<file path="src/rtl/gpio_retain_pkg.sv">
package gpio_retain_pkg;
  typedef enum logic [1:0] {
    PWR_RUN   = 2'd0,
    PWR_LIGHT = 2'd1,
    PWR_DEEP  = 2'd2
  } pwr_state_e;

  localparam int unsigned BUS_AW       = 2;
  localparam logic [1:0]  REG_DATA     = 2'd0;
  localparam logic [1:0]  REG_DIR      = 2'd1;
  localparam logic [1:0]  REG_PULL     = 2'd2;
  localparam logic [1:0]  REG_RET      = 2'd3;
  localparam int unsigned RET_FLAG_BIT = 0;
  localparam int unsigned RET_ACK_BIT  = 1;
endpackage

</file>
<file path="src/rtl/gpio_sync.sv">
module gpio_sync #(
  parameter int unsigned W      = 8,
  parameter int unsigned STAGES = 2
) (
  input  logic         clk,
  input  logic         por_n,
  input  logic [W-1:0] d,
  output logic [W-1:0] q
);
  logic [W-1:0] chain [STAGES];

  always_ff @(posedge clk or negedge por_n) begin
    if (!por_n) chain[0] <= '0;
    else        chain[0] <= d;
  end

  for (genvar s = 1; s < STAGES; s++) begin : g_stage
    always_ff @(posedge clk or negedge por_n) begin
      if (!por_n) chain[s] <= '0;
      else        chain[s] <= chain[s-1];
    end
  end

  assign q = chain[STAGES-1];
endmodule

</file>
<file path="src/rtl/gpio_regs.sv">
module gpio_regs
  import gpio_retain_pkg::*;
#(
  parameter int unsigned W = 8
) (
  input  logic              clk,
  input  logic              por_n,
  input  logic              bus_en,
  input  logic              clr,
  input  logic              bus_sel,
  input  logic              bus_wr,
  input  logic [BUS_AW-1:0] bus_addr,
  input  logic [W-1:0]      bus_wdata,
  input  logic [W-1:0]      pin_sync,
  input  logic              hold,
  output logic [W-1:0]      data_q,
  output logic [W-1:0]      dir_q,
  output logic [W-1:0]      pu_q,
  output logic [W-1:0]      rdata,
  output logic              ack
);
  logic wr_en;
  assign wr_en = bus_en && bus_sel && bus_wr;
  assign ack   = wr_en && (bus_addr == REG_RET) && bus_wdata[RET_ACK_BIT];

  always_ff @(posedge clk or negedge por_n) begin
    if (!por_n) begin
      data_q <= '0;
      dir_q  <= '0;
      pu_q   <= '0;
    end else if (clr) begin
      data_q <= '0;
      dir_q  <= '0;
      pu_q   <= '0;
    end else if (wr_en) begin
      case (bus_addr)
        REG_DATA: data_q <= bus_wdata;
        REG_DIR:  dir_q  <= bus_wdata;
        REG_PULL: pu_q   <= bus_wdata;
        default:  ;
      endcase
    end
  end

  always_comb begin
    rdata = '0;
    case (bus_addr)
      REG_DATA: rdata = (data_q & dir_q) | (pin_sync & ~dir_q);
      REG_DIR:  rdata = dir_q;
      REG_PULL: rdata = pu_q;
      default:  rdata[RET_FLAG_BIT] = hold;
    endcase
  end
endmodule

</file>
<file path="src/rtl/gpio_freeze.sv">
module gpio_freeze
  import gpio_retain_pkg::*;
#(
  parameter int unsigned W = 8
) (
  input  logic       clk,
  input  logic       por_n,
  input  logic       mode_stop_deep,
  input  logic       mode_stop_light,
  input  logic       wake,
  input  logic       ack,
  input  logic [W-1:0] live_out,
  input  logic [W-1:0] live_oe,
  input  logic [W-1:0] live_pu,
  output logic [W-1:0] pad_out,
  output logic [W-1:0] pad_oe,
  output logic [W-1:0] pad_pu,
  output pwr_state_e   state,
  output logic         hold
);
  logic [W-1:0] lat_out, lat_oe, lat_pu;

  assign pad_out = hold ? lat_out : live_out;
  assign pad_oe  = hold ? lat_oe  : live_oe;
  assign pad_pu  = hold ? lat_pu  : live_pu;

  always_ff @(posedge clk or negedge por_n) begin
    if (!por_n) begin
      state <= PWR_RUN;
    end else begin
      case (state)
        PWR_RUN: begin
          if (mode_stop_deep)       state <= PWR_DEEP;
          else if (mode_stop_light) state <= PWR_LIGHT;
        end
        default: if (wake) state <= PWR_RUN;
      endcase
    end
  end

  always_ff @(posedge clk or negedge por_n) begin
    if (!por_n) begin
      hold    <= 1'b0;
      lat_out <= '0;
      lat_oe  <= '0;
      lat_pu  <= '0;
    end else if (state == PWR_RUN && mode_stop_deep) begin
      hold    <= 1'b1;
      lat_out <= pad_out;
      lat_oe  <= pad_oe;
      lat_pu  <= pad_pu;
    end else if (ack) begin
      hold    <= 1'b0;
    end
  end
endmodule

</file>
<file path="src/rtl/gpio_retain_port.sv">
module gpio_retain_port
  import gpio_retain_pkg::*;
#(
  parameter int unsigned PORT_W      = 8,
  parameter int unsigned SYNC_STAGES = 2
) (
  input  logic              clk,
  input  logic              por_n,
  input  logic              mode_stop_deep,
  input  logic              mode_stop_light,
  input  logic              wake,
  input  logic              bus_sel,
  input  logic              bus_wr,
  input  logic [BUS_AW-1:0] bus_addr,
  input  logic [PORT_W-1:0] bus_wdata,
  output logic [PORT_W-1:0] bus_rdata,
  input  logic [PORT_W-1:0] pad_in,
  output logic [PORT_W-1:0] pad_out,
  output logic [PORT_W-1:0] pad_oe,
  output logic [PORT_W-1:0] pad_pu
);
  pwr_state_e        state_w;
  logic              hold_w, ack_w;
  logic [PORT_W-1:0] pin_sync_w, data_w, dir_w, pu_w;

  gpio_sync #(.W(PORT_W), .STAGES(SYNC_STAGES)) u_sync (
    .clk(clk), .por_n(por_n), .d(pad_in), .q(pin_sync_w)
  );

  gpio_regs #(.W(PORT_W)) u_regs (
    .clk(clk), .por_n(por_n),
    .bus_en(state_w == PWR_RUN), .clr(state_w == PWR_DEEP),
    .bus_sel(bus_sel), .bus_wr(bus_wr), .bus_addr(bus_addr),
    .bus_wdata(bus_wdata), .pin_sync(pin_sync_w), .hold(hold_w),
    .data_q(data_w), .dir_q(dir_w), .pu_q(pu_w),
    .rdata(bus_rdata), .ack(ack_w)
  );

  gpio_freeze #(.W(PORT_W)) u_freeze (
    .clk(clk), .por_n(por_n),
    .mode_stop_deep(mode_stop_deep), .mode_stop_light(mode_stop_light),
    .wake(wake), .ack(ack_w),
    .live_out(data_w), .live_oe(dir_w), .live_pu(pu_w & ~dir_w),
    .pad_out(pad_out), .pad_oe(pad_oe), .pad_pu(pad_pu),
    .state(state_w), .hold(hold_w)
  );
endmodule

</file>
<file path="config.mk">
export PLATFORM = sky130hd
export DESIGN_NAME = gpio_retain_port
export DESIGN_NICKNAME = d
export VERILOG_FILES = /design/src/rtl/gpio_retain_pkg.sv /design/src/rtl/gpio_sync.sv /design/src/rtl/gpio_regs.sv /design/src/rtl/gpio_freeze.sv /design/src/rtl/gpio_retain_port.sv
export SDC_FILE = /design/constraint.sdc
export NUM_CORES = 1
export LEC_CHECK = 0
export ABC_CLOCK_PERIOD_IN_PS = 4300
export BUFFER_PORTS_ARGS = -buffer_cell sky130_fd_sc_hd__buf_2
export CAP_MARGIN = 20
export CORE_ASPECT_RATIO = 1.2
export CORE_UTILIZATION = 30
export CTS_BUF_LIST = sky130_fd_sc_hd__clkbuf_4 sky130_fd_sc_hd__clkbuf_8
export DETAILED_ROUTE_END_ITERATION = 10
export GPL_TIMING_DRIVEN = 1
export PLACE_DENSITY = 0.54
export SETUP_SLACK_MARGIN = 0.1
export SLEW_MARGIN = 10
export SYNTH_ARGS = -nofsm -noshare
export SYNTH_HDL_FRONTEND = slang
export SYNTH_SLANG_ARGS = --single-unit
</file>
<file path="constraint.sdc">
create_clock -name clk -period 4.3 [get_ports clk]
set_input_delay 0.215 -clock clk [delete_from_list [all_inputs] [get_ports clk]]
set_output_delay 0.215 -clock clk [all_outputs]
set_load 0.05 [all_outputs]
</file>
==> reports/metrics.cfg, run 1 <==
[status]
status = completed

[setup_path]
reg2reg_slack_ps = 2450
crit_required_ps = 4090
worst-path-max-fanout = 24
endpoint_kind = primary output
reg2reg_to = u_freeze.lat_pu[6]$_DFFE_PN0P_
start_kind = register
slowest_delay_ps = 530
cp_top_family = flip-flops
startpoint = u_freeze.hold$_DFFE_PN0P_
critPathArrivalTime_ps = 1920
path_buf_inv = 2
r2r_start = u_freeze.state[1]$_DFFE_PN0P_
critPathCapture = bus_rdata[0]
cp_cell_sequence = buf_4, mux4_2, buf_2
critical_path_class = register to primary output
reg2regPathDepth = 3
cp_num_cells = 3
cp_slowest_cell = dfrtp_1

[global_route]
overflow = 0
grt_antenna_before_repair = 0
grt_pass1_vias = 2189
grt_pass1_wl_mm = 11.5
grt_usage = 0.148
grt_max_degree = 68

[die]
core-area_sq_um = 9660
die_w_microns = 93.7
io_pins = 57
die_y_microns = 112
initial_core_util = 0.313
rows = 39
dieArea_sq_um = 10500

[timing]
finalMaxSlewViolations = 0
finalSetupTns_ps = 0
worstMarginPinSlew_ps = 923
holdWs_ps = 64.1
rsz0062_at_grt = false
finalCriticalPeriod_ps = 2140
fmax_ghz = 0.468
clock_skew_ps = 5.51
hold_viol = 0
slew_headroom = 0.385
setup_violations = 0
post-route-period-util = 0.497

[cells_and_area]
utilization = 0.376
fin_nets = 347
drive_gt1_frac = 0.370
area_delta_synth_final_pct = 20.0
fin_area_sq_um = 3630
diodes = 0

[logic_synthesis]
syn_inst = 262
synthDistinctLibCells = 24
synth_warnings = 0
synth_edf_count = 0
postSynthAreaPerCell_sq_um = 11.6
synth_flop_cell = dfrtp_1
syn-num-nets = 287
ys_seq_area_frac = 0.554
ys_ff_latch = 67
synth_area_sq_um = 3030
ys_async_sr_fraction = 1.00

[route]
drt-wirelength-per-cell_microns = 15.8
firstDrtPassIters = 4
num_vias = 2174
drc = 0
final_antenna_net_count = 0
wirelength_mm = 7.11
via_per_inst = 4.83
drt_iter0_drc = 222

[clocking]
clock-sinks = 67
postCtsSetupBuffers = 0
clkTransAtPathRegs_ps = 70
clockBufferDepth = 2
clkLatencyLatePin_ps = 340
cts_buffers = 9
h-tree-depth = 3
cts_tree = yes
clockRootBuffer = clkbuf_8

[power]
vdd_drop_max_uv = 137
powerDensity_nw_per_um2 = 538
leakagePower_nw = 1.76

[placement]
place_area_sq_um = 3360
port_buffers = 56
hpwl_mm = 5.03
gp_congestion = 0.803

[min_path]
hp-class = input port to asynchronous set/reset pin

[run]
maxCapViolCount = 0

[per-stage QoR]
step	power (mW)	setup WS, ps	std cells
finish	1.95	2160	450
floorplan	1.34	2150	262
global route	2.05	2100	450
global placement	1.48	2290	425
detailed placement	1.49	2250	425
CTS	1.98	2120	449
[routing by layer]
metal / GRT usage / vias up / routed length [microns]
li1: - / 1044 / -
met1: 0.180 / 1067 / 3060
met2: 0.231 / 48 / 3510
met3: 0.0427 / 15 / 324
met4: 0.0841 / 0 / 224
met5: 0 / - / 0
[worst min-delay path by stage]
| stage | depth (start not counted) | to | slack [ps] |
|---|---|---|---|
| floorplan | 0 | u_freeze.hold$_DFFE_PN0P_ | -80 |
| global placement | 1 | u_sync.chain[8]$_DFF_PN0_ | 320 |
| detailed placement | 1 | u_sync.chain[14]$_DFF_PN0_ | 320 |
| CTS | 2 | u_regs.data_q[5]$_DFFE_PN0P_ | 80 |
| global route | 2 | u_sync.chain[13]$_DFF_PN0_ | 140 |
| finish | 2 | u_sync.chain[13]$_DFF_PN0_ | 60 |
[registers in the layout, summed over array words and instances, names as in the netlist]
name              flops
u_freeze.hold         1
u_freeze.lat_oe       8
u_freeze.lat_out      8
u_freeze.lat_pu       8
u_freeze.state        2
u_regs.data_q         8
u_regs.dir_q          8
u_regs.pu_q           8
u_sync.chain          8
u_sync.q              8
[cell type report]
cell class | count | area, sq um
Clock buffer | 14 | 174
Clock inverter | 2 | 10.0
Fill cell | 982 | 6030
Inverter | 2 | 7.51
Multi-Input combinational cell | 173 | 1210
Sequential cell | 67 | 1680
Tap cell | 123 | 154
Timing Repair Buffer | 69 | 398
[kinds of logic after synthesis]
kind of cell	share of synthesized area
and+or+nand+nor	0.123
muxes	0.160
buffers and inverters	0.0504
DFF	0.554
AOI/OAI and AO/OA	0.113
[power by group]
group | leakage, nW | internal [mW] | switching, mW | total (mW)
Sequential | 0.878 | 0.731 | 0.0686 | 0.800
Combinational | 0.779 | 0.221 | 0.454 | 0.675
Clock | 0.101 | 0.258 | 0.219 | 0.478
Total | 1.76 | 1.21 | 0.742 | 1.95
[cell usage in the layout, fill, tap and decap left out]
cell type,count
a21o_1,3
a22o_1,13
a22oi_1,1
and2_1,3
buf_2,56
buf_4,5
clkbuf_4,3
clkbuf_8,11
clkinv_2,2
dfrtp_1,67
dlygate4sd3_1,8
inv_1,2
mux2_2,41
mux4_2,1
nand2_1,25
nand2b_1,8
nand3_1,24
nand4_1,1
nor2_1,9
nor2b_1,2
nor3b_4,1
nor4b_1,1
nor4bb_4,1
o211ai_1,1
o21ai_0,24
o21ai_1,14
[synthesized netlist by cell type (2+ instances only)]
| library cell | instances | share of area |
|---|---|---|
| o21ai_1 | 14 | 0.023 |
| a21o_1 | 3 | 0.0074 |
| dfrtp_1 | 67 | 0.55 |
| a22o_1 | 13 | 0.038 |
| nor2_1 | 9 | 0.011 |
| nor2b_1 | 2 | 0.0041 |
| buf_4 | 6 | 0.015 |
| inv_1 | 2 | 0.0025 |
| nand2b_1 | 8 | 0.017 |
| and2_1 | 3 | 0.0062 |
| nand2_1 | 25 | 0.031 |
| buf_2 | 8 | 0.013 |
| nand3_1 | 24 | 0.040 |
| buf_6 | 5 | 0.019 |
| o21ai_0 | 24 | 0.040 |
| mux2_2 | 41 | 0.15 |
[timing repair]
action                                 4_1_cts  5_1_grt
endpoints found under the hold margin        8        0
hold buffers                                 8        0
gates resized for setup                      0        0
No activity file was read; power rests on OpenSTA's default activity.
==> inputs of run 2 (changes only) <==
ABC_CLOCK_PERIOD_IN_PS = 2000   (was 4300)
clock period = 2 ns   (was 4.3 ns; I/O delays follow)
==> reports/metrics.cfg, run 2 (synthesis results as in run 1) <==
[setup_path]
critPathArrivalTime_ps = 1720
start_kind = register
worst-path-max-fanout = 3
critical_path_class = register to primary output
crit_required_ps = 1900
endpoint_kind = primary output

[route]
firstDrtPassIters = 4
final_antenna_net_count = 0
drt-wirelength-per-cell_microns = 15.4
drc = 0
wirelength_mm = 7.12
num_vias = 2217
via_per_inst = 4.81
drt_iter0_drc = 171

[placement]
port_buffers = 56
gp_congestion = 0.808
hpwl_mm = 5.03
place_area_sq_um = 3430
pre_cts_ws_ps = 400

[timing]
finalCriticalPeriod_ps = 1820
finalSetupTns_ps = 0
worstMarginPinSlew_ps = 365
setup_violations = 0
holdWs_ps = 29.5
clock_skew_ps = 6.01
rsz0062_at_grt = false
hold_viol = 0
finalMaxSlewViolations = 0
post-route-period-util = 0.908
fmax_ghz = 0.550
slew_headroom = 0.756
final.setup.worst_slack_ps = 183

[global_route]
overflow = 0
grt_usage = 0.147
grt_pass1_wl_mm = 11.5
grt_max_degree = 68
grt_pass1_vias = 2243
grt_antenna_before_repair = 0

[clocking]
clockRootBuffer = clkbuf_8
clockBufferDepth = 2
cts_buffers = 9
clkLatencyLatePin_ps = 350
clock-sinks = 67
h-tree-depth = 3
clkTransAtPathRegs_ps = 70
cts_tree = yes

[die]
core-area_sq_um = 9660
io_pins = 57
die_y_microns = 112
dieArea_sq_um = 10500
rows = 39
initial_core_util = 0.313
die_w_microns = 93.7

[cells_and_area]
fin_area_sq_um = 3740
drive_gt1_frac = 0.382
n_fill_cell = 963
fin_nets = 358
diodes = 0
layout_common_cells = dfrtp_1, buf_2, mux2_2
area_delta_synth_final_pct = 23.5
final_common_cell = dfrtp_1

[power]
vdd_drop_max_uv = 291
powerDensity_nw_per_um2 = 1140
leakagePower_nw = 1.82
finalPower_mw = 4.26

[status]
status = completed

[min_path]
hp-class = input port to register

[run]
maxCapViolCount = 0

run 2: through the flow:
step,cells,util
after floorplan,262,-
after global placement,433,0.355
after detailed placement,433,0.355
after CTS,460,0.386
after global routing,461,0.387
final,461,0.387
run 2: cell type report:
class	count	area, sq um	share of cell area
Multi-Input combinational cell	173	1210	0.325
Timing Repair Buffer	80	503	0.135
Sequential cell	67	1680	0.448
Inverter	2	7.51	0.00201
Clock inverter	2	10.0	0.00268
Clock buffer	14	174	0.0465
Tap cell	123	154	0.0412
run 2: critical path: stages, from the launching register on:
cell and delay, ps:
dfrtp_1 380, mux2_2 340, mux4_2 450, buf_4 200
run 2: final timing paths:
path	slack [ps]	start	endpoint	depth (start not counted)
max	180	u_regs.dir_q[0]$_DFFE_PN0P_	bus_rdata[0]	3
min	30	bus_wdata[0]	u_regs.pu_q[0]$_DFFE_PN0P_	3
max reg2reg	390	u_freeze.state[1]$_DFFE_PN0P_	u_regs.dir_q[2]$_DFFE_PN0P_	4
min reg2reg	350	u_sync.chain[13]$_DFF_PN0_	u_sync.q[5]$_DFF_PN0_	0
max in group asynchronous	1400	por_n	u_freeze.state[0]$_DFFE_PN0P_	3
min in group asynchronous	290	por_n	u_freeze.lat_out[6]$_DFFE_PN0P_	3
run 2: per-layer routing:
metal / up-vias / routed length, microns / GRT usage
met4: 0 / 181 / 0.0913
met1: 1091 / 3090 / 0.175
met2: 42 / 3520 / 0.232
met3: 12 / 329 / 0.0434
li1: 1072 / - / -
met5: - / 0 / 0
run 2: where the power goes:
group / switching (mW) / internal, mW
combinational: 0.991 / 0.507
sequential: 0.140 / 1.57
clock: 0.498 / 0.556
total: 1.63 / 2.63
run 2: what timing repair did:
action / CTS / global route
resized for setup: 1 / 0
setup endpoints to repair: 1 / 1
hold buffers: 11 / 0
setup buffers: 0 / 1
endpoints found under the hold margin: 77 / 0
==> inputs of run 3 (changes only) <==
PLACE_DENSITY = default   (was 0.54)
PLACE_DENSITY_LB_ADDON = 0.08   (was default)
==> reports/metrics.cfg, run 3 (synthesis results as in run 1) <==
[status]
status = completed

[power]
vdd_drop_max_uv = 467
finalPower_mw = 4.36
leakagePower_nw = 1.82
powerDensity_nw_per_um2 = 1160

[clocking]
cts_resized = 0
h-tree-depth = 3
clock-sinks = 67
cts_buffers = 9
clockRootBuffer = clkbuf_8
clockBufferDepth = 2
clkTransAtPathRegs_ps = 70
clkLatencyLatePin_ps = 340
cts_tree = yes

[timing]
finalMaxSlewViolations = 0
clock_skew_ps = 9.83
finalCriticalPeriod_ps = 1820
hold_viol = 0
post-route-period-util = 0.908
rsz0062_at_grt = false
fmax_ghz = 0.551
worstMarginPinSlew_ps = 366
finalSetupTns_ps = 0
setup_violations = 0
slew_headroom = 0.756

[setup_path]
critical_path_class = register to primary output
start_kind = register
critPathCapture = bus_rdata[0]
r2r_start = u_freeze.state[1]$_DFFE_PN0P_
reg2reg_to = u_regs.dir_q[0]$_DFFE_PN0P_
reg2regPathDepth = 4
critPathArrivalTime_ps = 1720
crit_required_ps = 1900
startpoint = u_regs.dir_q[0]$_DFFE_PN0P_
reg2reg_slack_ps = 380
worst-path-max-fanout = 2
endpoint_kind = primary output

[placement]
hpwl_mm = 5.36
gp_congestion = 0.773
dpl.cell_count = 435
port_buffers = 56

[die]
initial_core_util = 0.313
die_y_microns = 112
io_pins = 57
rows = 39
core-area_sq_um = 9660
die_w_microns = 93.7
dieArea_sq_um = 10500

[global_route]
grt_pass1_vias = 2304
grt_usage = 0.156
grt_max_degree = 43
grt_use_met2 = 0.244
grt_util_met1 = 0.209
grt_pass1_wl_mm = 12.3
grt_antenna_before_repair = 0
grt_use_met3 = 0.0291
overflow = 0
top_usage_layer = met2

[route]
drt_iter0_drc = 101
drt-wirelength-per-cell_microns = 16.2
firstDrtPassIters = 4
final_antenna_net_count = 0
wirelength_mm = 7.43
num_vias = 2209
drc = 0
via_per_inst = 4.80

[cells_and_area]
final_common_cell = dfrtp_1
drive_gt1_frac = 0.386
fin_nets = 358
instances_no_fill = 460
area_delta_synth_final_pct = 23.8
layout_common_cells = dfrtp_1, buf_2, mux2_2
diodes = 0

[run]
maxCapViolCount = 0

[min_path]
hp-class = input port to register

-- run 3: cell types whose count changed in the layout (fill, tap and decap cells not counted) --
cell,delta
buf_2,+1
buf_4,+1
clkinv_2,-1
clkbuf_4,-1
dlygate4sd3_1,-2
bufinv_16,+1
-- run 3: area by class of cell --
cell class              count  area [sq um]
clock buffers              13           166
clock inverters             2          35.0
fillers                   991          5910
inverters                   2          7.51
multi-input cells         173          1210
flip-flops and latches     67          1680
well taps                 123           154
repair buffers             80           495
-- run 3: worst max-delay path, cell delays in order (launching register included) --
cell     delay, ps
dfrtp_1        370
mux2_2         330
mux4_2         460
buf_2          230
-- run 3: repair_timing --
action,4_1_cts,5_1_grt
hold buffers,9,0
setup buffers,1,0
setup endpoints to repair,1,0
hold endpoints to repair,75,0
-- run 3: worst min-delay path by stage --
stage                 startpoint  depth (start not counted)                           to  slack (ps)
finish              bus_wdata[6]                          3  u_regs.dir_q[6]$_DFFE_PN0P_          40
global route        bus_wdata[6]                          3  u_regs.dir_q[6]$_DFFE_PN0P_          30
CTS                 bus_wdata[6]                          3  u_regs.dir_q[6]$_DFFE_PN0P_          10
detailed placement         por_n                          1   u_sync.chain[11]$_DFF_PN0_         -60
global placement           por_n                          1   u_sync.chain[11]$_DFF_PN0_         -60
floorplan                  por_n                          0    u_freeze.hold$_DFFE_PN0P_        -200
-- run 3: per-layer routing --
metal  part of all wire  wire (microns)
met4              0.019             140
met1               0.46            3420
met5                  0               0
met2               0.49            3610
met3              0.036             264
-- run 3: power breakdown --
| group | internal, mW | switching (mW) | total (mW) |
|---|---|---|---|
| sequential | 1.57 | 0.142 | 1.71 |
| clock | 0.664 | 0.488 | 1.15 |
| combinational | 0.510 | 0.988 | 1.50 |
| total | 2.75 | 1.62 | 4.36 |
-- run 3: through the flow --
| step | utilization | instance area, sq um | setup slack [ps] | hold WS (ps) |
|---|---|---|---|---|
| 2_1_floorplan | - | 3030 | 265 | -196 |
| 6_report | 0.388 | 3750 | 185 | 37.2 |
| 5_1_grt | 0.388 | 3750 | 131 | 32.8 |
| 3_3_place_gp | 0.357 | 3450 | 419 | -58.5 |
| 4_1_cts | 0.388 | 3750 | 157 | 14.8 |
| 3_5_place_dp | 0.357 | 3450 | 383 | -55.1 |
